File: src/rtl/gpio_bank_pkg.sv
`timescale 1ns/1ps
package gpio_bank_pkg;
  typedef enum logic [1:0] {
    PM_INPUT     = 2'd0,
    PM_PUSHPULL  = 2'd1,
    PM_OPENDRAIN = 2'd2,
    PM_QUASI     = 2'd3
  } pin_mode_e;

  localparam logic [7:0] OFS_MODE   = 8'h00;
  localparam logic [7:0] OFS_INOFF  = 8'h04;
  localparam logic [7:0] OFS_DOUT   = 8'h08;
  localparam logic [7:0] OFS_DMASK  = 8'h0C;
  localparam logic [7:0] OFS_PINV   = 8'h10;
  localparam logic [7:0] OFS_DBNC   = 8'h14;
  localparam logic [7:0] OFS_ITYPE  = 8'h18;
  localparam logic [7:0] OFS_IEN    = 8'h1C;
  localparam logic [7:0] OFS_ISRC   = 8'h20;
  localparam logic [7:0] OFS_SCHM   = 8'h24;
  localparam logic [7:0] OFS_SLEW   = 8'h28;
  localparam logic [7:0] OFS_SUPPLY = 8'h2C;
  localparam logic [7:0] OFS_PULL   = 8'h30;
  localparam logic [7:0] OFS_DRVLO  = 8'h38;
  localparam logic [7:0] OFS_DRVHI  = 8'h3C;
endpackage

File: src/rtl/gpio_bank_sync.sv
`timescale 1ns/1ps
module gpio_bank_sync #(
  parameter int NPIN = 16
) (
  input  logic            clk,
  input  logic            rst_n,
  input  logic [NPIN-1:0] async_in,
  output logic [NPIN-1:0] sync_out
);
  for (genvar i = 0; i < NPIN; i++) begin : g_bit
    logic meta_q;
    logic stab_q;
    always_ff @(posedge clk or negedge rst_n) begin
      if (!rst_n) begin
        meta_q <= 1'b0;
        stab_q <= 1'b0;
      end else begin
        meta_q <= async_in[i];
        stab_q <= meta_q;
      end
    end
    assign sync_out[i] = stab_q;
  end
endmodule

File: src/rtl/gpio_bank_irq.sv
`timescale 1ns/1ps
module gpio_bank_irq #(
  parameter int NPIN = 16
) (
  input  logic              clk,
  input  logic              rst_n,
  input  logic [NPIN-1:0]   samp,
  input  logic [NPIN-1:0]   itype,
  input  logic [2*NPIN-1:0] ien,
  input  logic [NPIN-1:0]   clr,
  output logic [NPIN-1:0]   isrc
);
  logic [NPIN-1:0] prev_q, prev_n;
  logic [NPIN-1:0] isrc_q, isrc_n;
  logic [NPIN-1:0] rise, fall, hi_hit, lo_hit, set_v;
  logic [NPIN-1:0] en_lo, en_hi;

  assign en_lo = ien[NPIN-1:0];
  assign en_hi = ien[2*NPIN-1:NPIN];

  always_comb begin
    rise   = samp & ~prev_q;
    fall   = ~samp & prev_q;
    hi_hit = (itype & samp)  | (~itype & rise);
    lo_hit = (itype & ~samp) | (~itype & fall);
    set_v  = (en_hi & hi_hit) | (en_lo & lo_hit);
    isrc_n = (isrc_q & ~clr) | set_v;
    prev_n = samp;
  end

  always_ff @(posedge clk or negedge rst_n) begin
    if (!rst_n) begin
      prev_q <= '0;
      isrc_q <= '0;
    end else begin
      prev_q <= prev_n;
      isrc_q <= isrc_n;
    end
  end

  assign isrc = isrc_q;
endmodule

File: src/rtl/gpio_bank_pads.sv
`timescale 1ns/1ps
module gpio_bank_pads import gpio_bank_pkg::*; #(
  parameter int NPIN = 16
) (
  input  logic [2*NPIN-1:0] mode,
  input  logic [NPIN-1:0]   dout,
  output logic [NPIN-1:0]   pad_out,
  output logic [NPIN-1:0]   pad_oe,
  output logic [NPIN-1:0]   pad_weak_pu
);
  for (genvar i = 0; i < NPIN; i++) begin : g_pin
    pin_mode_e pm;
    logic      o_v, oe_v, wk_v;
    assign pm = pin_mode_e'(mode[2*i +: 2]);
    always_comb begin
      o_v  = 1'b0;
      oe_v = 1'b0;
      wk_v = 1'b0;
      case (pm)
        PM_PUSHPULL: begin
          oe_v = 1'b1;
          o_v  = dout[i];
        end
        PM_OPENDRAIN: oe_v = ~dout[i];
        PM_QUASI: begin
          oe_v = ~dout[i];
          wk_v = dout[i];
        end
        default: ;
      endcase
    end
    assign pad_out[i]     = o_v;
    assign pad_oe[i]      = oe_v;
    assign pad_weak_pu[i] = wk_v;
  end
endmodule

File: src/rtl/gpio_bank_regs.sv
`timescale 1ns/1ps
module gpio_bank_regs import gpio_bank_pkg::*; #(
  parameter int NPIN   = 16,
  parameter int ADDR_W = 8,
  parameter int DATA_W = 32,
  parameter int DS_W   = 3
) (
  input  logic                 clk,
  input  logic                 rst_n,
  input  logic [ADDR_W-1:0]    bus_addr,
  input  logic                 bus_we,
  input  logic [DATA_W-1:0]    bus_wdata,
  output logic [DATA_W-1:0]    bus_rdata,
  input  logic [NPIN-1:0]      pin_val,
  input  logic [NPIN-1:0]      isrc,
  output logic [NPIN-1:0]      isrc_clr,
  output logic [2*NPIN-1:0]    mode_q,
  output logic [NPIN-1:0]      inoff_q,
  output logic [NPIN-1:0]      dout_q,
  output logic [NPIN-1:0]      dmask_q,
  output logic [NPIN-1:0]      itype_q,
  output logic [2*NPIN-1:0]    ien_q,
  output logic [NPIN-1:0]      dbnc_q,
  output logic [NPIN-1:0]      schm_q,
  output logic [2*NPIN-1:0]    slew_q,
  output logic [NPIN-1:0]      supply_q,
  output logic [2*NPIN-1:0]    pull_q,
  output logic [NPIN*DS_W-1:0] drv_q
);
  localparam int MODE_W = 2 * NPIN;
  localparam int NIB    = DATA_W / 4;
  localparam int LO_CNT = (NPIN < NIB) ? NPIN : NIB;
  localparam int HI_CNT = NPIN - LO_CNT;
  localparam int DRV_W  = NPIN * DS_W;

  logic [MODE_W-1:0] mode_n, ien_n, slew_n, pull_n;
  logic [NPIN-1:0]   inoff_n, dout_n, dmask_n, itype_n, dbnc_n, schm_n, supply_n;
  logic [DRV_W-1:0]  drv_n;

  always_comb begin
    mode_n   = mode_q;
    inoff_n  = inoff_q;
    dout_n   = dout_q;
    dmask_n  = dmask_q;
    itype_n  = itype_q;
    ien_n    = ien_q;
    dbnc_n   = dbnc_q;
    schm_n   = schm_q;
    slew_n   = slew_q;
    supply_n = supply_q;
    pull_n   = pull_q;
    drv_n    = drv_q;
    isrc_clr = '0;
    if (bus_we) begin
      case (bus_addr)
        ADDR_W'(OFS_MODE):   mode_n   = bus_wdata[MODE_W-1:0];
        ADDR_W'(OFS_INOFF):  inoff_n  = bus_wdata[NPIN-1:0];
        ADDR_W'(OFS_DOUT):   dout_n   = (dout_q & dmask_q) | (bus_wdata[NPIN-1:0] & ~dmask_q);
        ADDR_W'(OFS_DMASK):  dmask_n  = bus_wdata[NPIN-1:0];
        ADDR_W'(OFS_DBNC):   dbnc_n   = bus_wdata[NPIN-1:0];
        ADDR_W'(OFS_ITYPE):  itype_n  = bus_wdata[NPIN-1:0];
        ADDR_W'(OFS_IEN):    ien_n    = bus_wdata[MODE_W-1:0];
        ADDR_W'(OFS_ISRC):   isrc_clr = bus_wdata[NPIN-1:0];
        ADDR_W'(OFS_SCHM):   schm_n   = bus_wdata[NPIN-1:0];
        ADDR_W'(OFS_SLEW):   slew_n   = bus_wdata[MODE_W-1:0];
        ADDR_W'(OFS_SUPPLY): supply_n = bus_wdata[NPIN-1:0];
        ADDR_W'(OFS_PULL):   pull_n   = bus_wdata[MODE_W-1:0];
        ADDR_W'(OFS_DRVLO): begin
          for (int p = 0; p < LO_CNT; p++)
            drv_n[p*DS_W +: DS_W] = bus_wdata[4*p +: DS_W];
        end
        ADDR_W'(OFS_DRVHI): begin
          for (int h = 0; h < HI_CNT; h++)
            drv_n[(h+LO_CNT)*DS_W +: DS_W] = bus_wdata[4*h +: DS_W];
        end
        default: ;
      endcase
    end
  end

  // Register bank: loads only on a bus write cycle
  always_ff @(posedge clk or negedge rst_n) begin
    if (!rst_n) begin
      mode_q   <= '0;
      inoff_q  <= '0;
      dout_q   <= '0;
      dmask_q  <= '0;
      itype_q  <= '0;
      ien_q    <= '0;
      dbnc_q   <= '0;
      schm_q   <= '0;
      slew_q   <= '0;
      supply_q <= '0;
      pull_q   <= '0;
      drv_q    <= '0;
    end else if (bus_we) begin
      mode_q   <= mode_n;
      inoff_q  <= inoff_n;
      dout_q   <= dout_n;
      dmask_q  <= dmask_n;
      itype_q  <= itype_n;
      ien_q    <= ien_n;
      dbnc_q   <= dbnc_n;
      schm_q   <= schm_n;
      slew_q   <= slew_n;
      supply_q <= supply_n;
      pull_q   <= pull_n;
      drv_q    <= drv_n;
    end
  end

  always_comb begin
    bus_rdata = '0;
    case (bus_addr)
      ADDR_W'(OFS_MODE):   bus_rdata[MODE_W-1:0] = mode_q;
      ADDR_W'(OFS_INOFF):  bus_rdata[NPIN-1:0]   = inoff_q;
      ADDR_W'(OFS_DOUT):   bus_rdata[NPIN-1:0]   = dout_q;
      ADDR_W'(OFS_DMASK):  bus_rdata[NPIN-1:0]   = dmask_q;
      ADDR_W'(OFS_PINV):   bus_rdata[NPIN-1:0]   = pin_val;
      ADDR_W'(OFS_DBNC):   bus_rdata[NPIN-1:0]   = dbnc_q;
      ADDR_W'(OFS_ITYPE):  bus_rdata[NPIN-1:0]   = itype_q;
      ADDR_W'(OFS_IEN):    bus_rdata[MODE_W-1:0] = ien_q;
      ADDR_W'(OFS_ISRC):   bus_rdata[NPIN-1:0]   = isrc;
      ADDR_W'(OFS_SCHM):   bus_rdata[NPIN-1:0]   = schm_q;
      ADDR_W'(OFS_SLEW):   bus_rdata[MODE_W-1:0] = slew_q;
      ADDR_W'(OFS_SUPPLY): bus_rdata[NPIN-1:0]   = supply_q;
      ADDR_W'(OFS_PULL):   bus_rdata[MODE_W-1:0] = pull_q;
      ADDR_W'(OFS_DRVLO): begin
        for (int p = 0; p < LO_CNT; p++)
          bus_rdata[4*p +: DS_W] = drv_q[p*DS_W +: DS_W];
      end
      ADDR_W'(OFS_DRVHI): begin
        for (int h = 0; h < HI_CNT; h++)
          bus_rdata[4*h +: DS_W] = drv_q[(h+LO_CNT)*DS_W +: DS_W];
      end
      default: ;
    endcase
  end
endmodule

File: src/rtl/gpio_bank16.sv
`timescale 1ns/1ps
module gpio_bank16 import gpio_bank_pkg::*; #(
  parameter int NPIN   = 16,
  parameter int ADDR_W = 8,
  parameter int DATA_W = 32,
  parameter int DS_W   = 3
) (
  input  logic                 clk,
  input  logic                 rst_n,
  input  logic [ADDR_W-1:0]    bus_addr,
  input  logic                 bus_we,
  input  logic [DATA_W-1:0]    bus_wdata,
  output logic [DATA_W-1:0]    bus_rdata,
  input  logic [NPIN-1:0]      pin_in,
  output logic [NPIN-1:0]      pad_out,
  output logic [NPIN-1:0]      pad_oe,
  output logic [NPIN-1:0]      pad_weak_pu,
  output logic                 irq,
  output logic [2*NPIN-1:0]    cfg_pull,
  output logic [2*NPIN-1:0]    cfg_slew,
  output logic [NPIN*DS_W-1:0] cfg_drive,
  output logic [NPIN-1:0]      cfg_schmitt,
  output logic [NPIN-1:0]      cfg_supply,
  output logic [NPIN-1:0]      cfg_debounce
);
  logic rst_m_q, rst_int_n;
  logic [NPIN-1:0]   sync_v, samp, isrc_q, isrc_clr;
  logic [2*NPIN-1:0] mode_q, ien_q;
  logic [NPIN-1:0]   inoff_q, dout_q, dmask_q, itype_q;

  // Asynchronous assertion, release on the clock after two stages
  always_ff @(posedge clk or negedge rst_n) begin
    if (!rst_n) begin
      rst_m_q   <= 1'b0;
      rst_int_n <= 1'b0;
    end else begin
      rst_m_q   <= 1'b1;
      rst_int_n <= rst_m_q;
    end
  end

  gpio_bank_sync #(.NPIN(NPIN)) u_sync (
    .clk      (clk),
    .rst_n    (rst_int_n),
    .async_in (pin_in),
    .sync_out (sync_v)
  );

  assign samp = sync_v & ~inoff_q;

  gpio_bank_regs #(.NPIN(NPIN), .ADDR_W(ADDR_W), .DATA_W(DATA_W), .DS_W(DS_W)) u_regs (
    .clk       (clk),
    .rst_n     (rst_int_n),
    .bus_addr  (bus_addr),
    .bus_we    (bus_we),
    .bus_wdata (bus_wdata),
    .bus_rdata (bus_rdata),
    .pin_val   (samp),
    .isrc      (isrc_q),
    .isrc_clr  (isrc_clr),
    .mode_q    (mode_q),
    .inoff_q   (inoff_q),
    .dout_q    (dout_q),
    .dmask_q   (dmask_q),
    .itype_q   (itype_q),
    .ien_q     (ien_q),
    .dbnc_q    (cfg_debounce),
    .schm_q    (cfg_schmitt),
    .slew_q    (cfg_slew),
    .supply_q  (cfg_supply),
    .pull_q    (cfg_pull),
    .drv_q     (cfg_drive)
  );

  gpio_bank_irq #(.NPIN(NPIN)) u_irq (
    .clk   (clk),
    .rst_n (rst_int_n),
    .samp  (samp),
    .itype (itype_q),
    .ien   (ien_q),
    .clr   (isrc_clr),
    .isrc  (isrc_q)
  );

  gpio_bank_pads #(.NPIN(NPIN)) u_pads (
    .mode        (mode_q),
    .dout        (dout_q),
    .pad_out     (pad_out),
    .pad_oe      (pad_oe),
    .pad_weak_pu (pad_weak_pu)
  );

  assign irq = |isrc_q;
endmodule

File: config.mk
export PLATFORM = sky130hd
export DESIGN_NAME = gpio_bank16
export DESIGN_NICKNAME = d
export VERILOG_FILES = /design/src/rtl/gpio_bank_pkg.sv /design/src/rtl/gpio_bank_sync.sv /design/src/rtl/gpio_bank_irq.sv /design/src/rtl/gpio_bank_pads.sv /design/src/rtl/gpio_bank_regs.sv /design/src/rtl/gpio_bank16.sv
export SDC_FILE = /design/constraint.sdc
export NUM_CORES = 1
export LEC_CHECK = 0
export BUFFER_PORTS_ARGS = -buffer_cell sky130_fd_sc_hd__clkbuf_2
export CAP_MARGIN = 20
export CORE_ASPECT_RATIO = 0.7
export CORE_MARGIN = 3
export CORE_UTILIZATION = 45
export CTS_CLUSTER_DIAMETER = 100
export DETAILED_ROUTE_END_ITERATION = 16
export HOLD_SLACK_MARGIN = 0.06
export MAX_ROUTING_LAYER = met4
export PLACE_DENSITY = 0.66
export RECOVER_POWER = 100
export REMOVE_ABC_BUFFERS = 1
export SYNTH_ARGS = -nofsm -noshare
export SYNTH_HDL_FRONTEND = slang
export SYNTH_HIERARCHICAL = 1
export SYNTH_SLANG_ARGS = --single-unit
File: constraint.sdc
create_clock -name clk -period 15.75 [get_ports clk]
set_clock_uncertainty 0.2 [all_clocks]
set_input_delay 4.725 -clock clk [delete_from_list [all_inputs] [get_ports clk]]
set_output_delay 4.725 -clock clk [all_outputs]
set_load 0.05 [all_outputs]
* After elaboration in Yosys (flattened, before gate mapping)
Index checks and enable logic that the tools add are counted.
Storage, ports and cells: bits in registers 354, output and inout port bits 241
Cells by class: equality and inequality tests 62, muxes and demuxes 66, bitwise gates (word level) 39, reduce and logical (&&, ||, !) cells 31
Operators by type and width (count):
- 16-bit bitwise AND | 12
- 3-bit case mux with 15 select lines | 4
- 16-bit NOT | 6
- 16-bit bitwise OR | 5
- 3-bit case mux with 6 select lines | 4
- 2-bit == test, second input constant | 32
- 8-bit by 6-bit == test with 1-bit output, second input constant | 7
- 1-bit case mux with 13 select lines | 4
- 2-bit by 1-bit == test with 1-bit output, second input constant | 16
- 8-bit by 5-bit == test with 1-bit output, second input constant | 4
- 1-bit two-way mux | 32
- 16-bit two-way mux | 2
- 1-bit case mux with 2 select lines | 16
- 2-bit OR reduction | 16
- 2-bit AND reduction | 13
- 8-bit by 4-bit == test with 1-bit output, second input constant | 2
- 1-bit NOT | 16
- 1-bit case mux with 4 select lines | 4
- 16-bit OR reduction | 1
- 8-bit by 3-bit == test with 1-bit output, second input constant | 1
- 8-bit logical NOT | 1

* Logic depth before layout (Yosys ltp)
depth after elaboration 9, gate-level depth with buffers 8, gate-level depth less buffers 5

* Hierarchy
The synthesis kept the hierarchy.
Modules (own cells, without submodules):
- gpio_bank_regs | times used 1, cells an instance 1038, area an instance 14246.2 um^2, sequential area each 7206.9 um^2
- gpio_bank_irq | times used 1, cells an instance 112, area an instance 1441.4 um^2, sequential area each 800.8 um^2
- gpio_bank_sync | times used 1, cells an instance 48, area an instance 920.9 um^2, sequential area each 800.8 um^2
- gpio_bank_pads | times used 1, cells an instance 128, area an instance 800.8 um^2, sequential area each 0.0 um^2
- gpio_bank16 | times used 1, cells an instance 24, area an instance 185.2 um^2, sequential area each 50.0 um^2

* Least setup slack after synthesis
Ideal clock, no wire load.
kind input to output, start point input port bus_addr[5], end point output port bus_rdata[18], data arrival time 7037 ps, required time 10825 ps, slack 3788 ps, stages on the path 5, path buffers 2, cell sequence clkbuf_2 > nor4_4 > clkbuf_1 > a22oi_1 > o21ai_0
On the way: longest elaborated chain between the ends 2
Ends and longest elaborated chain:
- from (decl) | RTL line gpio_bank16.sv:10 | input logic [ADDR_W-1:0] bus_addr,
- 8-bit by 6-bit == test with 1-bit output (tied with other cells) | RTL line gpio_bank_regs.sv:114 | case (bus_addr)
- 3-bit case mux with 6 select lines (*) | RTL line gpio_bank_regs.sv:114
- to (decl) | RTL line gpio_bank16.sv:13 | output logic [DATA_W-1:0] bus_rdata,
Mark *: on every way between the ends. The rest lies on a longest branch, timed or not.

* Worst setup path after layout
start point input port bus_addr[2], end point output port bus_rdata[17]
Same word-level chain as after synthesis.

==> impl_metrics.tcl <==
set metrics [dict create \
    status "finished, violations left" \
    violations "max-capacitance violations, max-slew violations" \
    fp.dieH_um 171 \
    nets 1615 \
    fillCellCount 3527 \
    wl_per_cell_um 28.4 \
    synth.top_cell.area_share_pct 50.3 \
    worstReg2RegStart "rst_int_n" \
    cts_tree "yes" \
    fmax_mhz 70.9 \
    clkTransAtPathRegs_ns 0.06 \
    synth_area_leaders "dfrtp_1, mux2_2, mux2_4" \
    fin_tns_setup_ns 0 \
    irDropWorstVdd_mv 0.0800 \
    ant_nets 0 \
    pre_cts_ws_ns 2.96 \
    synthDistinctLibCells 68 \
    cts.htree.levels 2 \
    cts_setup_buffers 0 \
    netlist.top_cell.by_area "dfrtp_1" \
    synthFlopType "dfrtp_1" \
    finalPower_mw 2.19 \
    synth_edf_count 0 \
    post_cts_resized 0 \
    syn_to_final_growth_pct 10.5 \
    power_density_mw_per_mm2 113 \
    hpwl_mm 40.8 \
    fp-row-count 59 \
    synth_area_mm2 0.0176 \
    grtUsageMet3_pct 7.06 \
    setup_viol_count_final 0 \
    synth_seq_cells 354 \
    remaining_drc_errors 0 \
    final_area_mm2 0.0194 \
    path_class "primary input to output pin" \
    yosys-top-cells-count "dfrtp_1, mux2_2, mux2_4" \
    placedCellCount 2034 \
    hold_end "u_sync/g_bit[15].stab_q" \
    grt.busiest_layer "met2" \
    multi_input_area_mm2 0.00721 \
    p_leak_nw 9.09 \
    cts_buffers 36 \
    drtIter0Drc 1430 \
    cp_max_fo 21 \
    yosysMostFrequentCell "dfrtp_1" \
    synthArstFlopShare_pct 100 \
    gp_congestion 0.910 \
    gr-usage-met2_pct 42.2 \
    drive_gt1_share_pct 24.6 \
    worstMarginPinSlew_ns 8.65 \
    fin_cells 2102 \
    hold_path_class "register to register" \
    grt_remaining_overflow 0 \
    cts.sinks 354 \
    drv_slew 553 \
    ctsLongestPathBuffers 3 \
    grt_start_max_net_pins 163 \
    avgViaCountPerCell 6.01 \
    maxCapViolCount 15 \
    die_x_um 242 \
    required_ns 10.83 \
    reg2reg_slack_ns 5.25 \
    r2r-end "u_regs/slew_q[23]" \
    placed_cell_area_mm2 0.0190 \
    grt_usage_pct 29.0 \
    initial_core_util_pct 46.5 \
    finalCritPeriodShare_pct 89.5 \
    grt_pass1_wl_mm 86.2 \
    gr-usage-met1_pct 40.0 \
    worst_r2r_path_depth 1 \
    core_mm2 0.0379 \
    cts_hold_buffers 0 \
    hold_slack_ns 0.144 \
    worstHoldStart "u_sync/g_bit[15].meta_q" \
    die-area_mm2 0.0415 \
    grt_antenna_before_repair 2 \
    finish.utilization_pct 51.3 \
    grt_setup_unrepaired "false" \
    vias 12642 \
    ys_warn_count 6 \
    startpoint_type "primary input" \
    hold_viol_final 0 \
    insertion_delay_ns 0.54 \
    timing.slew.headroom_pct -476 \
    io-pin-count 300 \
    setup_ws_ns 1.65 \
    regArea_mm2 0.00886 \
    grt_pass1_vias 12576 \
    cp-end-kind "output pin" \
    ys_seq_area_share_pct 50.3 \
    fin_crit_ns 14.10 \
    routed_wl_mm 59.7 \
    io_buffers 299 \
    first_pass_iters 9 \
    ctsRootBufferMaster "clkbuf_16" \
    hold_path_depth 0 \
    netlist_instances 1350 \
    syn_avg_cell_area_um2 13.0 \
    arrival_ns 9.17 \
]
-- layout by cell type, fill, tap and decap left out, drive strengths merged, types with 8 or more instances in the layout --
| cell type | count |
|---|---|
| dfrtp | 354 |
| clkbuf | 351 |
| mux2 | 303 |
| mux2i | 54 |
| nor2 | 51 |
| a22oi | 48 |
| nand2 | 40 |
| inv | 34 |
| nand3 | 34 |
| o21ai | 29 |
| and3 | 26 |
| a22o | 21 |
| nor2b | 20 |
| o221ai | 20 |
| and2 | 17 |
| nand2b | 16 |
| nand3b | 15 |
| a21oi | 14 |
| o2bb2ai | 14 |
| buf | 10 |
| nor3 | 10 |
| bufinv | 8 |
| mux4 | 8 |
-- worst max-delay path, cell delays in order --
cell	delay [ns]
clkbuf_1	0.98
nand4bb_1	0.63
nor2_1	0.73
clkbuf_1	1.03
a22oi_1	0.33
nand2_1	0.22
clkbuf_1	0.49
-- logic make-up (layout without fill, tap and decap cells) --
logic type | count (synthesis) | in the layout | synth area share, %
AO/OA/AOI/OAI | 181 | 181 | 8.26
AND/OR/NAND/NOR | 268 | 268 | 10.1
flip-flops | 354 | 354 | 50.3
other | 1 | 6 | 0.0213
buffers and inverters | 181 | 410 | 6.02
multiplexers | 365 | 365 | 25.2
-- registers in the layout, summed over array words and instances (netlist names), named ones only --
register	flops
u_regs/schm_q	16
u_regs/mode_q	32
u_regs/dbnc_q	16
u_sync/g_bit.stab_q	16
u_irq/prev_q	16
u_irq/isrc	16
u_sync/g_bit.meta_q	16
rst_int_n	1
rst_m_q	1
u_regs/supply_q	16
u_regs/slew_q	32
u_regs/itype_q	16
u_regs/dmask_q	16
u_regs/drv_q	48
u_regs/inoff_q	16
u_regs/ien_q	32
u_regs/pull_q	32
-- power by group --
part,switching (mW),internal (mW)
logic,0.179,0.0639
registers,0.0501,0.953
clock network,0.366,0.579
total,0.595,1.60
-- cell type report --
| type | instances | area share [%] |
|---|---|---|
| diodes | 5 | 0.0644 |
| clock buffers | 44 | 5.10 |
| clock inverters | 17 | 1.51 |
| inverters | 32 | 0.618 |
| multi-input cells | 815 | 37.1 |
| flip-flops and latches | 354 | 45.6 |
| well taps | 518 | 3.33 |
| repair buffers | 317 | 6.70 |
-- routing by layer --
layer / wire (µm) / vias up
met4: 2020 / 0
met3: 5860 / 137
met2: 25900 / 713
met5: 0 / -
li1: - / 5335
met1: 25900 / 6457
-- how the worst max path moves through the flow --
stage           startpoint             to  slack, ns  depth (start not counted)
2_1_floorplan  bus_addr[5]  bus_rdata[10]       3.64                          3
3_3_place_gp   bus_addr[4]  bus_rdata[19]       3.02                          6
3_5_place_dp   bus_addr[4]  bus_rdata[19]       2.96                          6
4_1_cts        bus_addr[4]  bus_rdata[19]       2.92                          6
5_1_grt        bus_addr[2]  bus_rdata[17]       1.64                          7
6_report       bus_addr[2]  bus_rdata[17]       1.65                          7
Power figures use the tool's default switching activity.
